File: config.mk
export PLATFORM = sky130hd
export DESIGN_NAME = rtc_wake_ctrl
export DESIGN_NICKNAME = d
export VERILOG_FILES = /design/src/rtl/rtc_wake_pkg.sv /design/src/rtl/rtc_flag_cell.sv /design/src/rtl/rtc_pwr_bit.sv /design/src/rtl/rtc_ctrl_reg.sv /design/src/rtl/rtc_irq_merge.sv /design/src/rtl/rtc_wake_ctrl.sv
export SDC_FILE = /design/constraint.sdc
export NUM_CORES = 1
export LEC_CHECK = 0
export CAP_MARGIN = 25
export CORE_AREA = 5 5 50 52
export CTS_CLUSTER_DIAMETER = 150
export DETAILED_ROUTE_END_ITERATION = 6
export DIE_AREA = 0 0 55 57
export SYNTH_ARGS = -nofsm -noshare
export SYNTH_HDL_FRONTEND = slang
export SYNTH_SLANG_ARGS = --single-unit
File: constraint.sdc
create_clock -name clk -period 1.14 [get_ports clk]
set_clock_uncertainty 0.15 [all_clocks]
set_input_delay 0.171 -clock clk [delete_from_list [all_inputs] [get_ports clk]]
set_output_delay 0.171 -clock clk [all_outputs]
set_load 0.1 [all_outputs]
File: src/rtl/rtc_wake_pkg.sv
package rtc_wake_pkg;
  localparam int REG_W   = 8;
  localparam int NUM_SRC = 3;
  // source index i maps to status bit i+1 and to enable bit i of control
  localparam int SRC_WDOG  = 0;
  localparam int SRC_KICK  = 1;
  localparam int SRC_ALARM = 2;
  // status bit positions
  localparam int ST_PWR  = 4;
  localparam int ST_IRQ  = 0;
  // control bit positions
  localparam int CT_TE   = 7;
  localparam int CT_XTAL = 6;
  localparam int CT_BRST = 5;
  localparam int CT_WAKE = 4;
  localparam logic [REG_W-1:0] CTRL_RST  = 8'h80;
  localparam logic [REG_W-1:0] CTRL_MASK = 8'hF7;
endpackage

File: src/rtl/rtc_flag_cell.sv
module rtc_flag_cell (
  input  logic clk,
  input  logic rst_n,
  input  logic set_evt,
  input  logic wr_en,
  input  logic wr_bit,
  output logic q
);
  // an event wins over a same-cycle write
  always_ff @(posedge clk or negedge rst_n) begin
    if (!rst_n)       q <= 1'b0;
    else if (set_evt) q <= 1'b1;
    else if (wr_en)   q <= wr_bit;
  end
endmodule

File: src/rtl/rtc_pwr_bit.sv
module rtc_pwr_bit (
  input  logic clk,
  input  logic rst_n,
  input  logic force_clr,
  input  logic wr_en,
  input  logic wr_bit,
  output logic pab
);
  always_ff @(posedge clk or negedge rst_n) begin
    if (!rst_n)         pab <= 1'b1;
    else if (force_clr) pab <= 1'b0;
    else if (wr_en)     pab <= wr_bit;
  end
endmodule

File: src/rtl/rtc_ctrl_reg.sv
module rtc_ctrl_reg #(
  parameter int               W     = 8,
  parameter logic [W-1:0]     RST   = '0,
  parameter logic [W-1:0]     MASK  = '1
) (
  input  logic         clk,
  input  logic         rst_n,
  input  logic         wr_en,
  input  logic [W-1:0] wr_data,
  output logic [W-1:0] q
);
  always_ff @(posedge clk or negedge rst_n) begin
    if (!rst_n)     q <= RST & MASK;
    else if (wr_en) q <= wr_data & MASK;
  end
endmodule

File: src/rtl/rtc_irq_merge.sv
module rtc_irq_merge #(
  parameter int N = 3
) (
  input  logic [N-1:0] flags,
  input  logic [N-1:0] enables,
  output logic         irq
);
  assign irq = |(flags & enables);
endmodule

File: src/rtl/rtc_wake_ctrl.sv
module rtc_wake_ctrl
  import rtc_wake_pkg::*;
(
  input  logic             clk,
  input  logic             rst_n,
  input  logic             reg_sel,
  input  logic             wr_en,
  input  logic [REG_W-1:0] wr_data,
  output logic [REG_W-1:0] rd_data,
  input  logic             alarm_evt,
  input  logic             kick_evt,
  input  logic             wdog_evt,
  output logic             pwr_oe,
  output logic             pwr_out,
  output logic             irq_oe,
  output logic             xfer_en,
  output logic             burst_en,
  output logic             xtal_sel
);
  logic               wr_stat, wr_ctl;
  logic [NUM_SRC-1:0] evt_vec;
  logic [NUM_SRC-1:0] flag_q;
  logic [REG_W-1:0]   ctrl_q;
  logic               pab_q;
  logic               irqf;
  logic               pwr_force;

  assign wr_stat = wr_en & ~reg_sel;
  assign wr_ctl  = wr_en &  reg_sel;

  assign evt_vec[SRC_WDOG]  = wdog_evt;
  assign evt_vec[SRC_KICK]  = kick_evt;
  assign evt_vec[SRC_ALARM] = alarm_evt;

  for (genvar i = 0; i < NUM_SRC; i++) begin : g_flag
    rtc_flag_cell u_flag (
      .clk     (clk),
      .rst_n   (rst_n),
      .set_evt (evt_vec[i]),
      .wr_en   (wr_stat),
      .wr_bit  (wr_data[i+1]),
      .q       (flag_q[i])
    );
  end

  rtc_ctrl_reg #(.W(REG_W), .RST(CTRL_RST), .MASK(CTRL_MASK)) u_ctrl (
    .clk     (clk),
    .rst_n   (rst_n),
    .wr_en   (wr_ctl),
    .wr_data (wr_data),
    .q       (ctrl_q)
  );

  assign pwr_force = (flag_q[SRC_ALARM] & ctrl_q[CT_WAKE]) | flag_q[SRC_KICK];

  rtc_pwr_bit u_pwr (
    .clk       (clk),
    .rst_n     (rst_n),
    .force_clr (pwr_force),
    .wr_en     (wr_stat),
    .wr_bit    (wr_data[ST_PWR]),
    .pab       (pab_q)
  );

  rtc_irq_merge #(.N(NUM_SRC)) u_irq (
    .flags   (flag_q),
    .enables (ctrl_q[NUM_SRC-1:0]),
    .irq     (irqf)
  );

  always_comb begin
    if (reg_sel) begin
      rd_data = ctrl_q;
    end else begin
      rd_data = '0;
      rd_data[ST_PWR] = pab_q;
      rd_data[NUM_SRC:1] = flag_q;
      rd_data[ST_IRQ] = irqf;
    end
  end

  assign pwr_oe   = ~pab_q;
  assign pwr_out  = 1'b0;
  assign irq_oe   = irqf;
  assign xfer_en  = ctrl_q[CT_TE];
  assign burst_en = ctrl_q[CT_BRST];
  assign xtal_sel = ctrl_q[CT_XTAL];
endmodule

Word level (Yosys, flattened, before mapping)

Cells that the tools add are included.

Mux-type cells: 9
Bitwise gates (word level): 7
Reduce and logical (&&, ||, !) cells: 5

Operators by type and width:

| operator           | count |
|---|---|
| 1-bit two-way mux  | 8 |
| 8-bit two-way mux  | 1 |
| 2-bit nonzero test | 4 |
| 1-bit bitwise AND  | 3 |
| 3-bit bitwise AND  | 1 |
| 3-bit OR reduction | 1 |
| 1-bit NOT          | 2 |
| 1-bit OR           | 1 |

Output and inout port bits: 14
Word-level logic and storage cells: 26
Bits in registers: 11

Depth between registers and ports, before layout

Gate-level depths: netlist of the first run.

Depth in word-level cells: 4
Depth in mapped cells: 3
Mapped depth without buffers: 2

Modules after synthesis

A second synthesis of the first run with hierarchy kept.

Cell total of the unflattened synthesis: 46
Area, all modules: 625.6 um^2

By module, submodules not included:

| module        | cells an instance | instances | area an instance (um^2) |
|---|---|---|---|
| rtc_ctrl_reg  | 17                | 1         | 304.0 |
| rtc_wake_ctrl | 15                | 1         | 147.6 |
| rtc_flag_cell | 3                 | 3         | 40.0 |
| rtc_pwr_bit   | 3                 | 1         | 40.0 |
| rtc_irq_merge | 2                 | 1         | 13.8 |

Worst setup path after synthesis of the first run

OpenSTA, ideal clock, no wires.

Path type: register to output
Start point: reg u_pwr.pab
End point: out rd_data[4]
Required time: 0.819 ns
Path buffers: 0
Arrival time: 3.155 ns
Path slack: -2.336 ns
Stages on the path, launching flop included: 3
Cells stage by stage: dfstp_2 inv_1 o21ai_0

Word-level cells in the longest chain between the ends: 1

RTL lines:

| what                     | line                | source |
|---|---|---|
| start: declaration       | rtc_pwr_bit.sv:7    | `output logic pab` |
| start signal: assignment | rtc_pwr_bit.sv:12   | `else if (wr_en) pab <= wr_bit;` |
| 8-bit two-way mux        | rtc_wake_ctrl.sv:72 | `if (reg_sel) begin` |
| end: declaration         | rtc_wake_ctrl.sv:9  | `output logic [REG_W-1:0] rd_data,` |

No other way between the ends.

Final worst setup path of the first run

Start point: reg u_ctrl.q[1]
End point: out rd_data[0]

Word-level cells in the longest chain between the ends: 3

RTL lines:

| what                     | line                | source |
|---|---|---|
| start: declaration       | rtc_ctrl_reg.sv:10  | `output logic [W-1:0] q` |
| start signal: assignment | rtc_ctrl_reg.sv:13  | `if (!rst_n) q <= RST & MASK;` |
| start signal: assignment | rtc_ctrl_reg.sv:14  | `else if (wr_en) q <= wr_data & MASK;` |
| 3-bit bitwise AND        | rtc_irq_merge.sv:8  | `assign irq = \|(flags & enables);` |
| 3-bit OR reduction       | rtc_irq_merge.sv:8  |  |
| 8-bit two-way mux        | rtc_wake_ctrl.sv:72 |  |

No other way between the ends.

==> results of run 1 <==
==> sequential cells by signal (all words and copies together), names as in the netlist <==
signal and cells:
u_pwr.pab 1, u_ctrl.q 7, g_flag.u_flag.q 3
==> metal layers <==
| layer | vias up | routed length [um] |
|---|---|---|
| met1 | 275 | 695 |
| met2 | 14 | 859 |
| met3 | 2 | 93 |
| met4 | 0 | 21 |
| li1 | 285 | - |
| met5 | - | 0 |
==> worst max-delay path by stage <==
stage | start | to | cells after the start
5_1_grt | u_ctrl.q[1] | rd_data[0] | 3
2_1_floorplan | u_pwr.pab | rd_data[4] | 2
3_3_place_gp | reg_sel | rd_data[0] | 5
3_5_place_dp | reg_sel | rd_data[0] | 5
4_1_cts | g_flag[1].u_flag.q | rd_data[0] | 3
6_report | u_ctrl.q[1] | rd_data[0] | 3
==> synth_stat cells <==
master	instances	share of area, %
dfrtp_1	9	41
o211a_1	1	1.8
nand3b_1	3	4.1
a21oi_1	1	0.90
nor2_1	1	0.68
nand2_2	1	1.1
o21ai_0	5	4.5
dfstp_2	2	9.5
o211ai_1	3	4.1
a22oi_1	1	1.4
conb_1	1	0.68
and2_1	3	3.4
inv_1	7	4.7
nand2_1	5	3.4
or3b_1	1	1.6
and2b_1	1	1.4
mux2_2	7	14
buf_2	1	0.90
buf_4	1	1.4
==> cells by family (layout without fill, tap and decap cells) <==
family | Yosys count | in the layout | share of synthesized area [%]
AO/OA/AOI/OAI | 11 | 11 | 12.6
AND/OR/NAND/NOR | 15 | 15 | 15.5
multiplexers | 7 | 7 | 14.2
other | 1 | 1 | 0.675
flip-flops | 11 | 11 | 50.0
buffers and inverters | 9 | 61 | 6.98
==> area by class of cell <==
| class | instances | area, um^2 |
|---|---|---|
| clock buffers | 4 | 26.3 |
| fillers | 180 | 729 |
| inverters | 7 | 33.8 |
| multi-input cells | 34 | 330 |
| flip-flops and latches | 11 | 289 |
| well taps | 28 | 35.0 |
| repair buffers | 50 | 619 |
==> where the power goes <==
group	internal, uW	switching [uW]	leakage, uW	total [uW]
clock	135	135	0.0000150	271
combinational	450	601	0.000482	1050
sequential	449	35.8	0.000119	485
total	1030	772	0.000616	1810
==> critical path: cells and delay by family, from the launching register on <==
family	cells	cell delay, ns
buffers and inverters	1	0.17
flip-flops	1	0.39
AO/OA/AOI/OAI	2	0.40
==> stage by stage <==
step,std cells,setup slack [ns],utilization [%],setup TNS (ns)
global route,134,-0.464,64.6,-4.71
finish,134,-0.409,64.6,-4.08
detailed placement,126,-0.506,58.9,-7.87
global placement,126,-0.503,58.9,-7.88
CTS,131,-0.426,62.6,-4.30
floorplan,54,-0.797,-,-2.42
==> repair_timing <==
action	4_1_cts	5_1_grt
gates resized for setup	18	5
endpoints found under the hold margin	0	0
endpoints found under the setup margin	22	14
buffers inserted	2	3
pin swaps	5	5
==> flow_summary.yaml, run 1 <==
drt:
  drc_errors: 0
  drtAntennaViolNets: 0
  firstDrtPassIters: 4
  drt-initial-drc-count: 7
  vias: 576
  wl_um: 1670
  viasPerCell: 4.30
  wl_per_cell_um: 12.5
placed_design:
  numPortBuffers: 27
  placed_area_mm2: 0.00122
  place.gp.congestion: 0.806
  dp_hpwl_um: 1320
outcome:
  status: "complete, but fails checks"
  violations: "negative setup slack"
hold_path:
  hold_class: "in2async"
global_routing:
  grt_overflow: 0
  met3_usage_pct: 5.74
  grt_busiest_layer: "met2"
  track_usage_pct: 12.1
  antenna_found_initial: 0
  use_met1_pct: 13.6
  grt_pass1_wl_um: 2730
  grt_max_degree: 12
  grt_pass1_vias: 614
  gr-usage-met2_pct: 19.6
timing:
  period_minus_slack_ns: 1.55
  finalHoldViolCount: 0
  hold_slack_ns: 0.0372
  fin_ws_ns: -0.409
  max_freq_ghz: 0.646
  fin_crit_sh_pct: 136
  rsz0062_at_grt: "true"
  setup_violations: 14
  drv_slew: 0
setup_path:
  r2r_cells: 3
  rrSetupSlack_ns: -0.01
  start_kind: "register"
  arrival_ns: 1.23
  crit_type: "reg2out"
  r2r-start: "u_ctrl.q[7]"
  cp.required_ns: 0.82
  regToRegEndpoint: "u_ctrl.q[7]"
  endpoint_kind: "output pin"
  slowest_delay_ns: 0.39
  worst-path-max-fanout: 2
  path_cells: "a22oi_2 -> o21ai_4 -> buf_12"
  cp_slowest_cell: "dfrtp_1"
finish:
  num_antenna_cells: 0
  drive_gt1_share_pct: 62.3
  design_area_mm2: 0.00133
  fin_nets: 122
  area_growth_pct: 140
  layout_common_cells: "13 x buf_12, 13 x buf_6, 12 x clkdlybuf4s50_1"
power_and_ir_drop:
  p_leak_uw: 0.000616
  p_per_area_mw_per_mm2: 1350
  finalPower_uw: 1810
  vdd_ir_drop_max_mv: 0.940
yosys:
  ys_seq_area_share_pct: 50.0
  ys_ff_latch: 11
  ys_warn_count: 0
  synth_cell_types: 19
  syn_inst: 54
  syn_area_um2: 556
  syn-num-nets: 69
  postSynthAreaPerCell_um2: 10.3
floorplan:
  die_y_um: 57
  die_x_um: 55
  rows: 17
  start_util_pct: 26.9
  core_mm2: 0.00206
  dieArea_mm2: 0.00314
  ios: 29
cts:
  htreeDepth: 1
  cts-buffers-inserted: 3
  hold_buffers: 0
  clkTransAtPathRegs_ns: 0.07
  clock_path_buffers: 2
  clockRootBuffer: "clkbuf_4"
  cts_tree: "built"
  clock_latency_ns: 0.27
  clock-sinks: 11
run:
  cap_violations: 0
Power figures use the tool's default switching activity.
==> run 2: changes to the inputs <==
- CORE_AREA: 5 5 50 52 -> 4 4 49 51
- DIE_AREA: 0 0 55 57 -> 0 0 53 55
==> run 2 against run 1 <==
  * The run still ends with negative setup slack left
  * Power is 0.75% higher
  * Maximum frequency is 1.6% lower
  * Global-route usage is 1.3 points higher
  * Final area is 0.84% lower
  * Non-clock buffer count is 2 lower
  * Sequential power hardly changed
  * Via count is 2.1% higher
  * Sequential cell count stayed put
==> flow_summary.yaml, run 2 (synthesized netlist as in run 1, its figures left out) <==
finish:
  layout_commonest_cell: "buf_12"
  fin_nets: 120
  regMostFlops: "u_ctrl.q"
  reg_top3: "u_ctrl.q (7), g_flag.u_flag.q (3), u_pwr.pab (1)"
  area_growth_pct: 138
  num_antenna_cells: 0
  layout_common_cells: "13 x buf_12, 12 x clkdlybuf4s50_1, 11 x buf_6"
  design_area_mm2: 0.00132
  drive_gt1_share_pct: 64.4
  largest_reg_flops: 7
cts:
  clock-sinks: 11
  cts-buffers-inserted: 3
  clkTransAtPathRegs_ns: 0.08
  clock_path_buffers: 2
  htreeDepth: 1
  hold_buffers: 0
  clock_latency_ns: 0.27
  cts_tree: "built"
  clockRootBuffer: "clkbuf_4"
setup_path:
  cp.depth: 3
  rrSetupSlack_ns: -0.01
  cp.required_ns: 0.82
  cp_slowest_cell: "dfrtp_1"
  start_kind: "register"
  crit_family: "compound AO/OA/AOI/OAI gates"
  endpoint_kind: "output pin"
  worst-path-max-fanout: 2
  regToRegEndpoint: "u_ctrl.q[7]"
  crit_type: "reg2out"
  arrival_ns: 1.25
  r2r_cells: 3
  slowest_delay_ns: 0.39
  path_cells: "a22oi_2 -> o21ai_4 -> buf_12"
  path_buf_inv: 1
  r2r-start: "u_ctrl.q[7]"
placed_design:
  numPortBuffers: 27
  dp_hpwl_um: 1280
  place.gp.congestion: 0.731
  placed_area_mm2: 0.00121
  place_ws_ns: -0.527
timing:
  max_freq_ghz: 0.635
  hold_slack_ns: 0.0386
  drv_slew: 0
  fin_crit_sh_pct: 138
  fin_ws_ns: -0.434
  rsz0062_at_grt: "true"
  finalHoldViolCount: 0
  setup_violations: 14
  period_minus_slack_ns: 1.57
  tns_ns: -4.12
power_and_ir_drop:
  p_per_area_mw_per_mm2: 1380
  vdd_ir_drop_max_mv: 0.819
  p_leak_uw: 0.000606
  finalPower_uw: 1820
drt:
  viasPerCell: 4.49
  firstDrtPassIters: 3
  drt-initial-drc-count: 3
  wl_per_cell_um: 12.8
  drc_errors: 0
  wl_um: 1680
  vias: 588
  drtAntennaViolNets: 0
floorplan:
  core_mm2: 0.00194
  start_util_pct: 28.6
  dieArea_mm2: 0.00292
  die_x_um: 53
  rows: 16
  ios: 29
  die_y_um: 55
global_routing:
  grt_overflow: 0
  grt_pass1_vias: 596
  grt_pass1_wl_um: 2660
  antenna_found_initial: 0
  track_usage_pct: 13.4
  grt_max_degree: 14
run:
  cap_violations: 0
outcome:
  status: "complete, but fails checks"
  violations: "negative setup slack"
hold_path:
  hold_class: "in2async"
run 2: cell count changes in the layout (fill, tap and decap cells not counted):
cell	delta
nand2_4	+1
a21oi_2	+1
clkinv_2	+1
buf_6	-2
a21oi_1	-1
clkbuf_1	-1
nand2_1	-1
run 2: worst max path at each step:
stage | startpoint | endpoint | slack, ns
2_1_floorplan | u_pwr.pab | rd_data[4] | -0.80
3_3_place_gp | reg_sel | u_ctrl.q[5] | -0.49
3_5_place_dp | reg_sel | u_ctrl.q[5] | -0.53
4_1_cts | g_flag[1].u_flag.q | rd_data[0] | -0.44
5_1_grt | u_ctrl.q[1] | rd_data[0] | -0.49
6_report | u_ctrl.q[1] | rd_data[0] | -0.43
run 2: power by group:
part / leakage (uW) / switching [uW] / total (uW) / internal, uW
sequential: 0.000119 / 36.3 / 486 / 449
combinational: 0.000470 / 607 / 1060 / 454
clock: 0.0000177 / 144 / 274 / 130
run 2: metal layers:
metal	up-vias	track usage (%)	routed length, um
met5	-	0	0
met1	286	15.1	637
li1	284	-	-
met3	2	3.49	123
met4	0	7.66	13
met2	16	22.9	900
run 2: timing repair:
action / in CTS / in global routing
buffers inserted: 3 / 2
pin swaps: 7 / 5
endpoints found under the setup margin: 24 / 16
resized for setup: 22 / 4
run 2: layout make-up:
cell class	count	area (um^2)
fill	154	619
timing repair buffer	48	597
multi-input combinational	34	342
sequential	11	289
inverter	7	33.8
tap	27	33.8
clock buffer	3	22.5
clock inverter	1	5.00
run 2: through the flow:
stage / std cells / util (%)
2_1_floorplan: 54 / -
3_3_place_gp: 125 / 62.6
3_5_place_dp: 125 / 62.6
4_1_cts: 132 / 68.0
5_1_grt: 131 / 68.1
6_report: 131 / 68.1
